[src/rtl/i2c_cfg_pkg.sv]
`timescale 1ns/1ps
package i2c_cfg_pkg;
  localparam int BYTE_W = 8;
  localparam int NREGS  = 2;

  typedef enum logic [2:0] {
    ST_IDLE,
    ST_CTRL,
    ST_REG,
    ST_WDATA,
    ST_RDATA,
    ST_SKIP
  } phase_e;
endpackage

[src/rtl/i2c_cfg_sync.sv]
`timescale 1ns/1ps
module i2c_cfg_sync #(
  parameter int STAGES = 2
) (
  input  logic clk_i,
  input  logic rst_ni,
  input  logic scl_i,
  input  logic sda_i,
  output logic sda_o,
  output logic scl_rise_o,
  output logic scl_fall_o,
  output logic start_o,
  output logic stop_o
);
  localparam int LAST = STAGES;

  logic [LAST:0] scl_sh, sda_sh;
  logic scl_now, scl_old, sda_now, sda_old;

  always_ff @(posedge clk_i or negedge rst_ni) begin
    if (!rst_ni) begin
      scl_sh <= '1;
      sda_sh <= '1;
    end else begin
      scl_sh <= {scl_sh[LAST-1:0], scl_i};
      sda_sh <= {sda_sh[LAST-1:0], sda_i};
    end
  end

  assign scl_now = scl_sh[LAST-1];
  assign scl_old = scl_sh[LAST];
  assign sda_now = sda_sh[LAST-1];
  assign sda_old = sda_sh[LAST];

  assign sda_o      = sda_now;
  assign scl_rise_o = scl_now & ~scl_old;
  assign scl_fall_o = ~scl_now & scl_old;
  // data edges while the clock is held high
  assign start_o    = scl_now & scl_old & sda_old & ~sda_now;
  assign stop_o     = scl_now & scl_old & ~sda_old & sda_now;
endmodule

[src/rtl/i2c_cfg_regs.sv]
`timescale 1ns/1ps
module i2c_cfg_regs
  import i2c_cfg_pkg::*;
#(
  parameter logic [BYTE_W-1:0] RST_A = '0,
  parameter logic [BYTE_W-1:0] RST_B = '0
) (
  input  logic                               clk_i,
  input  logic                               rst_ni,
  input  logic                               wr_en_i,
  input  logic                               wr_sel_i,
  input  logic [BYTE_W-1:0]                  wr_data_i,
  input  logic                               commit_i,
  output logic [NREGS-1:0][BYTE_W-1:0]       live_o
);
  logic [NREGS-1:0][BYTE_W-1:0] shadow_q, live_q;

  for (genvar g = 0; g < NREGS; g++) begin : g_reg
    localparam logic [BYTE_W-1:0] RV = (g == 0) ? RST_A : RST_B;

    always_ff @(posedge clk_i or negedge rst_ni) begin
      if (!rst_ni) begin
        shadow_q[g] <= RV;
        live_q[g]   <= RV;
      end else begin
        if (wr_en_i && (wr_sel_i == 1'(g))) shadow_q[g] <= wr_data_i;
        if (commit_i) live_q[g] <= shadow_q[g];
      end
    end


    live_hold_chk: assert property (@(posedge clk_i) disable iff (!rst_ni)
      !commit_i |=> $stable(live_q[g]));
  end

  assign live_o = live_q;
endmodule

[src/rtl/i2c_cfg_engine.sv]
`timescale 1ns/1ps
module i2c_cfg_engine
  import i2c_cfg_pkg::*;
(
  input  logic              clk_i,
  input  logic              rst_ni,
  input  logic              sda_i,
  input  logic              scl_rise_i,
  input  logic              scl_fall_i,
  input  logic              start_i,
  input  logic              stop_i,
  input  logic [6:0]        dev_addr_i,
  input  logic [BYTE_W-1:0] rd_byte_i,
  output logic              sda_oe_o,
  output logic              ptr_o,
  output logic              wr_en_o,
  output logic              wr_sel_o,
  output logic [BYTE_W-1:0] wr_data_o,
  output logic              commit_o
);
  localparam logic [BYTE_W-1:0] NREGS_B = BYTE_W'(NREGS);
  localparam logic [3:0] BIT_LAST = 4'(BYTE_W);
  localparam logic [3:0] ACK_SLOT = 4'(BYTE_W + 1);

  phase_e            phase;
  logic [3:0]        bit_cnt;
  logic [BYTE_W-1:0] shreg, tx_q;
  logic              oe_q, rw_q, ack_q, mack_q, ptr_q, widx_q, wok_q;
  logic              byte_ack, byte_end, slot_end;

  always_comb begin
    byte_ack = 1'b0;
    case (phase)
      ST_CTRL:  byte_ack = (shreg[BYTE_W-1:1] == dev_addr_i);
      ST_REG:   byte_ack = (shreg < NREGS_B);
      ST_WDATA: byte_ack = wok_q;
      default:  byte_ack = 1'b0;
    endcase
  end

  assign byte_end = scl_fall_i && (bit_cnt == BIT_LAST);
  assign slot_end = scl_fall_i && (bit_cnt == ACK_SLOT);

  always_ff @(posedge clk_i or negedge rst_ni) begin
    if (!rst_ni) begin
      phase   <= ST_IDLE;
      bit_cnt <= '0;
      shreg   <= '0;
      tx_q    <= '0;
      oe_q    <= 1'b0;
      rw_q    <= 1'b0;
      ack_q   <= 1'b0;
      mack_q  <= 1'b0;
      ptr_q   <= 1'b0;
      widx_q  <= 1'b0;
      wok_q   <= 1'b0;
    end else if (stop_i) begin
      phase   <= ST_IDLE;
      oe_q    <= 1'b0;
      bit_cnt <= '0;
    end else if (start_i) begin
      phase   <= ST_CTRL;
      oe_q    <= 1'b0;
      bit_cnt <= '0;
    end else begin
      case (phase)
        ST_CTRL, ST_REG, ST_WDATA: begin
          if (scl_rise_i && (bit_cnt < BIT_LAST)) begin
            shreg   <= {shreg[BYTE_W-2:0], sda_i};
            bit_cnt <= bit_cnt + 4'd1;
          end else if (byte_end) begin
            oe_q    <= byte_ack;
            ack_q   <= byte_ack;
            bit_cnt <= ACK_SLOT;
            if (phase == ST_CTRL) rw_q <= shreg[0];
            if (phase == ST_REG && byte_ack) begin
              ptr_q  <= shreg[0];
              widx_q <= shreg[0];
              wok_q  <= 1'b1;
            end
            if (phase == ST_WDATA && wok_q) begin
              if (widx_q) wok_q <= 1'b0;
              else        widx_q <= 1'b1;
            end
          end else if (slot_end) begin
            bit_cnt <= '0;
            oe_q    <= 1'b0;
            if (!ack_q) begin
              phase <= ST_SKIP;
            end else if (phase == ST_CTRL) begin
              if (rw_q) begin
                phase <= ST_RDATA;
                tx_q  <= rd_byte_i;
                oe_q  <= ~rd_byte_i[BYTE_W-1];
              end else begin
                phase <= ST_REG;
              end
            end else begin
              phase <= ST_WDATA;
            end
          end
        end
        ST_RDATA: begin
          if (scl_rise_i) begin
            if (bit_cnt == BIT_LAST) begin
              mack_q  <= ~sda_i;
              bit_cnt <= ACK_SLOT;
            end else begin
              bit_cnt <= bit_cnt + 4'd1;
            end
          end else if (scl_fall_i) begin
            if (bit_cnt == BIT_LAST) begin
              oe_q <= 1'b0;
            end else if (bit_cnt == ACK_SLOT) begin
              bit_cnt <= '0;
              if (mack_q) begin
                tx_q <= rd_byte_i;
                oe_q <= ~rd_byte_i[BYTE_W-1];
              end else begin
                oe_q  <= 1'b0;
                phase <= ST_SKIP;
              end
            end else if (bit_cnt != 4'd0) begin
              oe_q <= ~tx_q[BYTE_W-2];
              tx_q <= {tx_q[BYTE_W-2:0], 1'b0};
            end
          end
        end
        default: ;
      endcase
    end
  end

  assign sda_oe_o  = oe_q;
  assign ptr_o     = ptr_q;
  assign wr_en_o   = (phase == ST_WDATA) && byte_end && wok_q && !stop_i && !start_i;
  assign wr_sel_o  = widx_q;
  assign wr_data_o = shreg;
  assign commit_o  = stop_i;


  oe_slot_chk: assert property (@(posedge clk_i) disable iff (!rst_ni)
    $rose(oe_q) |-> (bit_cnt == ACK_SLOT) || (phase == ST_RDATA));

  skip_quiet_chk: assert property (@(posedge clk_i) disable iff (!rst_ni)
    (phase == ST_SKIP || phase == ST_IDLE) |-> !oe_q);

  mack_release_chk: assert property (@(posedge clk_i) disable iff (!rst_ni)
    (phase == ST_RDATA && bit_cnt == ACK_SLOT) |-> !oe_q);

  write_phase_chk: assert property (@(posedge clk_i) disable iff (!rst_ni)
    wr_en_o |=> (bit_cnt == ACK_SLOT) && oe_q);
endmodule

[src/rtl/i2c_cfg_target.sv]
`timescale 1ns/1ps
module i2c_cfg_target
  import i2c_cfg_pkg::*;
#(
  parameter logic [5:0]        ADDR_HI     = 6'b100011,
  parameter logic [BYTE_W-1:0] RST_A       = '0,
  parameter logic [BYTE_W-1:0] RST_B       = '0,
  parameter int                SYNC_STAGES = 2
) (
  input  logic              clk_i,
  input  logic              rst_ni,
  input  logic              addr_sel_i,
  input  logic              scl_i,
  input  logic              sda_i,
  output logic              sda_oe_o,
  output logic [BYTE_W-1:0] cfg_a_o,
  output logic [BYTE_W-1:0] cfg_b_o
);
  logic sel_q, lock_q;
  logic sda_s, scl_rise, scl_fall, start_c, stop_c;
  logic ptr, wr_en, wr_sel, commit;
  logic [BYTE_W-1:0] wr_data, rd_byte;
  logic [NREGS-1:0][BYTE_W-1:0] live;

  // address select captured once after reset release
  always_ff @(posedge clk_i or negedge rst_ni) begin
    if (!rst_ni) begin
      sel_q  <= 1'b0;
      lock_q <= 1'b0;
    end else if (!lock_q) begin
      sel_q  <= addr_sel_i;
      lock_q <= 1'b1;
    end
  end


  addr_hold_chk: assert property (@(posedge clk_i) disable iff (!rst_ni)
    lock_q |=> $stable(sel_q));

  i2c_cfg_sync #(.STAGES(SYNC_STAGES)) u_sync (
    .clk_i      (clk_i),
    .rst_ni     (rst_ni),
    .scl_i      (scl_i),
    .sda_i      (sda_i),
    .sda_o      (sda_s),
    .scl_rise_o (scl_rise),
    .scl_fall_o (scl_fall),
    .start_o    (start_c),
    .stop_o     (stop_c)
  );

  i2c_cfg_engine u_engine (
    .clk_i      (clk_i),
    .rst_ni     (rst_ni),
    .sda_i      (sda_s),
    .scl_rise_i (scl_rise),
    .scl_fall_i (scl_fall),
    .start_i    (start_c),
    .stop_i     (stop_c),
    .dev_addr_i ({ADDR_HI, sel_q}),
    .rd_byte_i  (rd_byte),
    .sda_oe_o   (sda_oe_o),
    .ptr_o      (ptr),
    .wr_en_o    (wr_en),
    .wr_sel_o   (wr_sel),
    .wr_data_o  (wr_data),
    .commit_o   (commit)
  );

  i2c_cfg_regs #(.RST_A(RST_A), .RST_B(RST_B)) u_regs (
    .clk_i     (clk_i),
    .rst_ni    (rst_ni),
    .wr_en_i   (wr_en),
    .wr_sel_i  (wr_sel),
    .wr_data_i (wr_data),
    .commit_i  (commit),
    .live_o    (live)
  );

  assign rd_byte = live[ptr];
  assign cfg_a_o = live[0];
  assign cfg_b_o = live[1];
endmodule

[config.mk]
export PLATFORM = sky130hd
export DESIGN_NAME = i2c_cfg_target
export DESIGN_NICKNAME = d
export VERILOG_FILES = /design/src/rtl/i2c_cfg_pkg.sv /design/src/rtl/i2c_cfg_sync.sv /design/src/rtl/i2c_cfg_regs.sv /design/src/rtl/i2c_cfg_engine.sv /design/src/rtl/i2c_cfg_target.sv
export SDC_FILE = /design/constraint.sdc
export NUM_CORES = 1
export LEC_CHECK = 0
export CORE_MARGIN = 1
export CORE_UTILIZATION = 65
export CTS_CLUSTER_DIAMETER = 30
export CTS_CLUSTER_SIZE = 10
export DETAILED_ROUTE_END_ITERATION = 8
export DONT_BUFFER_PORTS = 1
export GPL_TIMING_DRIVEN = 0
export PLACE_DENSITY = 0.81
export SYNTH_ARGS = -nofsm -noshare
export SYNTH_HDL_FRONTEND = slang
export SYNTH_SLANG_ARGS = --single-unit
[constraint.sdc]
create_clock -name clk_i -period 5.1 [get_ports clk_i]
set_input_delay 0.255 -clock clk_i [delete_from_list [all_inputs] [get_ports clk_i]]
set_output_delay 0.255 -clock clk_i [all_outputs]
set_load 0.02 [all_outputs]
# Yosys cells after proc, flatten, opt, wreduce, memory -nomap -nowiden
# Cells that the tools add are included.
[totals]
ff_bits = 69
inputBits = 5
[classes]
add_sub_neg = 1
magnitude_cmp = 3
n_eq_ne = 32
n_mux = 62
n_bitwise = 17
reduce_logical = 26
[op_table]
columns = ["operator", "n"]
rows = [
  ["2-to-1 mux 7 bit", 12],
  ["2-to-1 mux 4 bit", 10],
  ["2-to-1 mux 3 bit", 13],
  ["2-to-1 mux 1 bit", 20],
  ["AND reduction 6 bit", 3],
  ["2-to-1 mux 8 bit", 2],
  ["!= test 4 x 2 -> 1 bit, second input constant", 4],
  ["!= test 5 x 1 -> 1 bit, second input constant", 3],
  ["AND reduction 5 bit", 3],
  ["case mux 7 bit (2 select lines)", 1],
  ["AND reduction 14 bit", 1],
  ["!= test 4 x 1 -> 1 bit, second input constant", 3],
  ["!= test 6 x 1 -> 1 bit, second input constant", 2],
  ["logical AND 1 bit", 11],
  ["!= test 2 x 1 -> 1 bit, second input constant", 5],
  ["inverter 1 bit", 10],
  ["AND reduction 9 bit", 1],
  ["== test 4 bit, second input constant", 2],
  ["< comparator 8 x 2 -> 1 bit, second input constant", 1],
  ["!= test 2 bit, second input constant", 4],
  ["case mux 4 bit (2 select lines)", 1],
  ["nonzero test 4 bit", 2],
  ["bitwise AND 1 bit", 7],
  ["== test 7 bit", 1],
  ["17 further kinds", 19],
]

# Depth between registers and ports, before layout
# Gate-level depths: netlist of the first run.
[logic_depth]
depth_word = 12
mapped_depth = 8
ltp_nobuf = 7

# Cells and area by module
# From an unflattened synthesis of the first run, not the netlist that was laid out.
[hier_totals]
hier_cells = 272
hier_area_um2 = 3415.8
[by_module_without_submodules]
columns = ["mod", "instances", "cells_each", "area_per_inst_um2", "seq_area_each_um2"]
rows = [
  ["i2c_cfg_engine", 1, 179, 1776.7, 725.7],
  ["i2c_cfg_regs", 1, 69, 1248.7, 800.8],
  ["i2c_cfg_target", 1, 14, 200.2, 50.0],
  ["i2c_cfg_sync", 1, 10, 190.2, 157.7],
]

# Worst setup path before layout of the first run
# OpenSTA, ideal clock, no wires.
[synth_timing]
path_type = "register -> register"
start = "reg u_engine.bit_cnt[0]"
end = "reg u_engine.ack_q"
setup_time_ns = 0.125
t_arrival_ns = 1.959
required_ns = 4.975
path_slack_ns = 3.016
path_stages_with_launch = 8
n_path_buf = 0
cell_sequence = "dfrtp_1 > inv_1 > ha_1 > or2_2 > a211o_1 > a31oi_2 > nor2_2 > mux2_4"
[synth_via]
elab_chain_cells = 4
[synth_rtl]
columns = ["element", "line_no", "text"]
rows = [
  ["start: declaration", "i2c_cfg_engine.sv:26", "logic [3:0] bit_cnt;"],
  ["start signal: assignment", "i2c_cfg_engine.sv:70", "bit_cnt <= bit_cnt + 4'd1;"],
  ["start signal: assignment", "i2c_cfg_engine.sv:109", "bit_cnt <= bit_cnt + 4'd1;"],
  ["< comparator 4 bit", "i2c_cfg_engine.sv:68", "if (scl_rise_i && (bit_cnt < BIT_LAST)) begin"],
  ["logical AND 1 bit", "i2c_cfg_engine.sv:68", ""],
  ["inverter 1 bit (no line)", "--", ""],
  ["AND reduction 5 bit (no line) *", "--", ""],
  ["end signal: assignment", "i2c_cfg_engine.sv:73", "ack_q <= byte_ack;"],
  ["end: declaration", "i2c_cfg_engine.sv:28", "logic oe_q, rw_q, ack_q, mack_q, ptr_q, widx_q, wok_q;"],
]
# Every way passes the cells marked *; elsewhere a longest branch is shown, timed or not.
# A chain may end at the register's enable or synchronous reset.

# Worst setup path in the final report of the first run
[layout_timing]
start = "reg u_engine.bit_cnt[1]"
end = "reg u_engine.ack_q"
# Same word-level chain as after synthesis.

==> results of run 1 <==
-- synthesized netlist by cell type, types with 3 or more instances --
master,instances
nor2b_1,5
buf_4,3
ha_1,3
mux2_1,7
nand3_1,9
inv_1,6
nand2b_1,4
mux2_2,45
o21ai_0,9
a21oi_1,13
mux2i_1,10
dfrtp_1,63
nor2_1,18
nand2_1,14
buf_2,4
dfstp_2,6
-- final timing paths --
kind,endpoint,slack (ps),cells after the start,startpoint
setup reg to reg,u_engine.ack_q$_DFFE_PN0P_,2690,7,u_engine.bit_cnt[1]$_DFFE_PN0P_
hold / removal,sel_q$_DFFE_PN0N_,50,1,addr_sel_i
max in group asynchronous,u_sync.sda_sh[2]$_DFF_PN1_,4320,2,rst_ni
hold reg to reg,u_sync.sda_sh[1]$_DFF_PN1_,360,0,u_sync.sda_sh[0]$_DFF_PN1_
min in group asynchronous,u_engine.tx_q[4]$_DFFE_PN0P_,460,2,rst_ni
setup / recovery,u_engine.ack_q$_DFFE_PN0P_,2690,7,u_engine.bit_cnt[1]$_DFFE_PN0P_
-- routing by layer --
metal	up-vias	share of wire (%)	GRT usage, %
met2	55	48	42.7
met5	-	0	0
met4	0	1.2	11.5
li1	1016	-	-
met3	11	4.9	9.67
met1	1152	46	37.4
-- sequential cells by signal, summed over array words and instances, names as in the netlist --
| register | flops |
|---|---|
| u_regs.live_o | 16 |
| u_sync.sda_sh | 3 |
| lock_q | 1 |
| u_engine.tx_q | 7 |
| u_engine.ptr_o | 1 |
| u_engine.wr_data_o | 8 |
| u_engine.wok_q | 1 |
| u_engine.rw_q | 1 |
| u_engine.bit_cnt | 4 |
| u_engine.wr_sel_o | 1 |
| u_sync.scl_sh | 3 |
| u_engine.phase | 3 |
| u_engine.mack_q | 1 |
| u_engine.sda_oe_o | 1 |
| sel_q | 1 |
| u_engine.ack_q | 1 |
| u_regs.shadow_q | 16 |
-- layout make-up --
type,count,area share (%)
plain buffers,9,1.37
repair buffers,4,1.58
flip-flops and latches,69,47.6
well taps,67,2.30
inverters,6,0.618
clock inverters,7,2.13
multi-input cells,185,41.0
clock buffers,9,3.40
-- cell usage in the layout (no fill, tap or decap), types with 2 or more instances in the layout --
master / count
dfstp_2: 6
clkbuf_8: 9
and3_1: 2
a21oi_1: 13
nor2_1: 18
nand3_1: 9
dlygate4sd3_1: 3
dfrtp_1: 63
xnor2_1: 2
mux2_1: 7
nor3_1: 2
o22ai_1: 2
nor2b_1: 5
o21ai_0: 9
mux2_2: 45
nand2b_1: 4
mux2i_1: 10
a31oi_1: 2
inv_6: 4
buf_4: 3
nand2_1: 14
nor3b_2: 2
nand3b_1: 2
ha_1: 3
buf_2: 4
clkbuf_1: 2
inv_1: 6
-- logic make-up after synthesis --
logic type | Yosys count | synth area share [%]
adders and majority gates | 3 | 1.14
AOI/OAI and AO/OA | 44 | 9.22
buffers and inverters | 15 | 2.20
and+or+nand+nor | 72 | 13.0
xor gates and xnor gates | 2 | 0.531
DFF | 69 | 52.6
other | 1 | 0.114
muxes | 63 | 21.2
-- worst max-delay path: stages, from the launching register on --
cell and delay, ps:
dfrtp_1 430, inv_1 100, ha_1 220, nand3b_1 230, o311ai_0 460, a31oi_2 280
nor2_2 270, mux2_4 320
-- metrics by stage --
stage	instance area, µm²	util (%)	power, mW	setup WS, ps	cells
3_5_place_dp	3380	70.2	0.936	2750	336
5_1_grt	3640	75.6	1.47	2530	356
4_1_cts	3640	75.6	1.40	2730	356
6_report	3640	75.6	1.40	2690	356
2_1_floorplan	3300	-	0.868	3020	269
3_3_place_gp	3380	70.2	0.925	2790	336
-- report_power, final --
| part | leakage (nW) | total [mW] | internal [mW] | switching [mW] |
|---|---|---|---|---|
| Sequential | 0.921 | 0.666 | 0.598 | 0.0677 |
| Combinational | 0.649 | 0.278 | 0.127 | 0.152 |
| Clock | 0.101 | 0.453 | 0.231 | 0.222 |
==> impl_metrics.json, run 1 <==
{
  "status": "completed",
  "dieArea_um2": 5360,
  "slew_headroom_pct": 62.1,
  "grt_pass1_vias": 2214,
  "layout.nets": 292,
  "report.final.hold_viol_count": 0,
  "grtUsageTotal_pct": 28.2,
  "ys.flop_type": "dfrtp_1",
  "end_kind": "flop",
  "drive_gt1_share_pct": 31.5,
  "max_freq_ghz": 0.415,
  "wl_um": 6600,
  "postCtsSetupBuffers": 0,
  "synth_cell_types": 58,
  "hp-class": "in -> reg",
  "seq_area_frac_synth_pct": 52.6,
  "finalSetupTns_ps": 0,
  "grt_max_degree": 70,
  "drcViolationCount": 0,
  "coreArea_um2": 4820,
  "synth-warning-count": 0,
  "clkSinkCount": 69,
  "cts_tree": "done",
  "fin_crit_ps": 2410,
  "fp-row-count": 25,
  "htree_levels": 3,
  "synth_area_um2": 3300,
  "grt_pass1_wl_um": 10900,
  "worst_hold_slack_ps": 50.6,
  "clk_pin_slew_ps": 80,
  "cts_inserted_buffers": 9,
  "tightest_slew_ps": 568,
  "maxCapViolations": 0,
  "worst-path-max-fanout": 8,
  "post-dp-hpwl_um": 4510,
  "async_flop_share_pct": 100,
  "criticalPathCategory": "reg -> reg",
  "clockRootBuffer": "clkbuf_8",
  "setup_violations": 0,
  "seq_area_um2": 1730,
  "diodes": 0,
  "clock_latency_ps": 350,
  "synthTopCellsByArea": "dfrtp_1, mux2_2, dfstp_2",
  "cp-start-kind": "flop",
  "pin_count": 22,
  "pwr_density_cell_nw_per_um2": 384,
  "viasPerCell": 6.28,
  "ctsHoldBuffers": 4,
  "area_delta_synth_final_pct": 10.4,
  "die_x_um": 73.2,
  "drt_iter0_markers": 191,
  "antenna_found_initial": 0,
  "ctsResizeCount": 0,
  "postRouteAntennaNets": 0,
  "start_util_pct": 68.5,
  "final_max_slew_viol_count": 0,
  "synthesis.nets": 277,
  "avgSynthCellArea_um2": 12.3,
  "clockBufferDepth": 2,
  "multi_input_area_um2": 1490,
  "drtPass1Iterations": 4,
  "cp.arrival_ps": 2650,
  "ir_drop_mv": 0.243,
  "globalplace.congestion": 0.964,
  "routedWlPerCell_um": 18.5,
  "rsz0062_at_grt": "no",
  "synth_edf_count": 0,
  "period_share_pct": 47.2,
  "synthCells": 269,
  "grt-ovfl-total": 0,
  "leakage_nw": 1.67,
  "synth_area_leader_cell": "dfrtp_1",
  "vias": 2234,
  "required_ps": 5340,
  "ys_ff_latch": 69,
  "finClkSkew_ps": 4.34,
  "die_y_um": 73.2,
  "portBuffers": 0,
  "yosysTopAreaCellShare_pct": 47.8,
  "fill_cells": 339
}
(Power assumes the default switching activity.)
==> run 2, diff against run 1 <==
- ABC_AREA: default -> 1
- CORE_UTILIZATION: 65 -> 63
- PLACE_DENSITY: 0.81 -> 0.79
- clock period: 5.1 -> 2.3 ns (I/O delays scaled with it)
==> run 2 against run 1 <==
  * Area after synthesis increased by 5.2%
  * First-iteration DRC count increased by 22%
  * Count of clock-buffer cells in the layout unchanged
  * Die area increased by 8.3%
  * Register-to-register slack got worse by 2200 ps
  * Highest routed layer unchanged
==> impl_metrics.json, run 2 <==
{
  "worst-path-max-fanout": 8,
  "grtUsageTotal_pct": 27.5,
  "area_delta_synth_final_pct": 10.2,
  "criticalPathCategory": "reg -> reg",
  "ir_drop_mv": 0.706,
  "fp-row-count": 26,
  "grt_pass1_vias": 2691,
  "synth_cell_types": 34,
  "instances_no_fill": 510,
  "fill_cells": 391,
  "clockRootBuffer": "clkbuf_8",
  "cts_tree": "done",
  "synth_area_leader_cell": "dfrtp_1",
  "leakage_nw": 1.94,
  "fin_crit_ps": 1790,
  "synth-warning-count": 0,
  "max_freq_ghz": 0.557,
  "start_util_pct": 66.7,
  "synthCells": 419,
  "avgSynthCellArea_um2": 8.28,
  "clock_latency_ps": 350,
  "routedWlPerCell_um": 14.1,
  "fin_area_um2": 3820,
  "die_y_um": 76.2,
  "layout_commonest_cell": "nand2_1",
  "ys.flop_type": "dfrtp_1",
  "path_cells": "inv_1 > ha_1 > nand3_4 > inv_2 > nand2_2 > nand3_1 > inv_1 > nand3_4 > nand2_1 > nand2_1",
  "antenna_found_initial": 0,
  "clk_pin_slew_ps": 80,
  "path_buf_inv": 3,
  "drcViolationCount": 0,
  "drt_iter0_markers": 233,
  "period_share_pct": 78.0,
  "cts_inserted_buffers": 9,
  "synthesis.nets": 427,
  "cp-start-kind": "flop",
  "yosysMostFrequentCell": "nand2_1",
  "finClkSkew_ps": 10.7,
  "drive_gt1_share_pct": 15.0,
  "synth_area_um2": 3470,
  "dieArea_um2": 5810,
  "multi_input_area_um2": 1500,
  "async_flop_share_pct": 100,
  "grt-ovfl-total": 0,
  "critPathTopFamily": "simple AND/OR/NAND/NOR gates",
  "grt_max_degree": 70,
  "drtPass1Iterations": 5,
  "setup_ws_ps": 505,
  "yosysTopAreaCellShare_pct": 45.4,
  "setup_violations": 0,
  "maxCapViolations": 0,
  "synth_commonest_cells": "nand2_1, dfrtp_1, o21ai_0",
  "grt_pass1_wl_um": 12500,
  "clkSinkCount": 69,
  "final_max_slew_viol_count": 0,
  "report.final.hold_viol_count": 0,
  "layout_common_cells": "nand2_1, dfrtp_1, o21ai_0",
  "postCtsSetupBuffers": 0,
  "post_dp_cell_area_um2": 3560,
  "pin_count": 22,
  "layout.nets": 443,
  "critPathMaxStageDelay_ps": 410,
  "globalplace.congestion": 0.879,
  "dp.cells": 489,
  "finalSetupTns_ps": 0,
  "htree_levels": 3,
  "seq_area_frac_synth_pct": 50.0,
  "cp.arrival_ps": 2040,
  "coreArea_um2": 5200,
  "cp_slowest_cell": "dfrtp_1",
  "rsz0062_at_grt": "no",
  "postRouteAntennaNets": 0,
  "ys_ff_latch": 69,
  "required_ps": 2540,
  "vias": 2763,
  "end_kind": "flop",
  "wl_um": 7200,
  "preCtsSetupSlack_ps": 511,
  "die_x_um": 76.2,
  "hp-class": "in -> reg",
  "viasPerCell": 5.42,
  "seq_area_um2": 1730,
  "synth_edf_count": 0,
  "diodes": 0,
  "pwr_density_cell_nw_per_um2": 926,
  "post-dp-hpwl_um": 5030,
  "clockBufferDepth": 2,
  "synthTopCellsByArea": "dfrtp_1, nand2_1, o21ai_0",
  "status": "completed",
  "worst_hold_slack_ps": 311,
  "portBuffers": 0
}
[run 2: cell count changes after synthesis, moves of 8 or more]
| cell | delta |
|---|---|
| nand3_1 | +13 |
| o21ai_0 | +37 |
| inv_2 | +8 |
| mux2i_1 | -10 |
| inv_1 | +32 |
| nand4_1 | +8 |
| nand2_2 | +8 |
| nand2_1 | +131 |
| a21oi_1 | -8 |
| mux2_2 | -45 |
[run 2: repair_timing]
item | 4_1_cts | 5_1_grt
endpoints found under the hold margin | 72 | 0
endpoints found under the setup margin | 0 | 0
hold buffers | 5 | 0
gates resized for setup | 0 | 0
[run 2: cell families after synthesis]
family | share of synthesized area [%]
and+or+nand+nor | 32.1
DFF | 50.0
AOI/OAI and AO/OA | 9.70
buffers and inverters | 6.74
adders and majority gates | 1.08
xor gates and xnor gates | 0.252
other | 0.108
[run 2: power by group]
group          total (mW)  switching (mW)  internal, mW  leakage [nW]
combinational        1.10           0.766         0.338         0.911
clock               0.998           0.494         0.504        0.0996
sequential           1.44           0.116          1.32         0.925
[run 2: layer usage]
metal  routed length [µm]  share of wire [%]  track usage (%)  vias up
li1                     -                  -                -     1379
met1                 3400                 47             37.4     1313
met2                 3400                 47             44.0       59
met3                  256                3.6             4.67       12
met4                  138                1.9             11.0        0
met5                    0                  0                0        -
[run 2: worst paths after layout]
kind                                            startpoint                      endpoint  slack, ps  depth (start not counted)
max                        u_engine.bit_cnt[0]$_DFFE_PN0P_  u_engine.tx_q[0]$_DFFE_PN0P_        510                         10
min                                                  sda_i    u_sync.sda_sh[0]$_DFF_PN1_        310                          1
max in group asynchronous                           rst_ni    u_sync.scl_sh[2]$_DFF_PN1_       1640                          2
max reg2reg                u_engine.bit_cnt[0]$_DFFE_PN0P_  u_engine.tx_q[0]$_DFFE_PN0P_        510                         10
min reg2reg                     u_sync.scl_sh[0]$_DFF_PN1_    u_sync.scl_sh[1]$_DFF_PN1_        360                          0
min in group asynchronous                           rst_ni  u_engine.tx_q[6]$_DFFE_PN0P_        320                          2
[run 2: through the flow]
| step | power, mW | utilization (%) |
|---|---|---|
| after floorplan | 2.31 | - |
| final | 3.54 | 73.4 |
| after detailed placement | 2.51 | 68.3 |
| after global routing | 3.75 | 73.4 |
| after CTS | 3.54 | 73.4 |
| after global placement | 2.49 | 68.3 |
[run 2: final cells by class]
| class | count | area share, % |
|---|---|---|
| clock inverters | 7 | 1.93 |
| plain buffers | 7 | 1.34 |
| clock buffers | 9 | 3.24 |
| well taps | 70 | 2.29 |
| inverters | 48 | 4.78 |
| flip-flops and latches | 69 | 45.4 |
| repair buffers | 5 | 1.77 |
| multi-input cells | 295 | 39.3 |
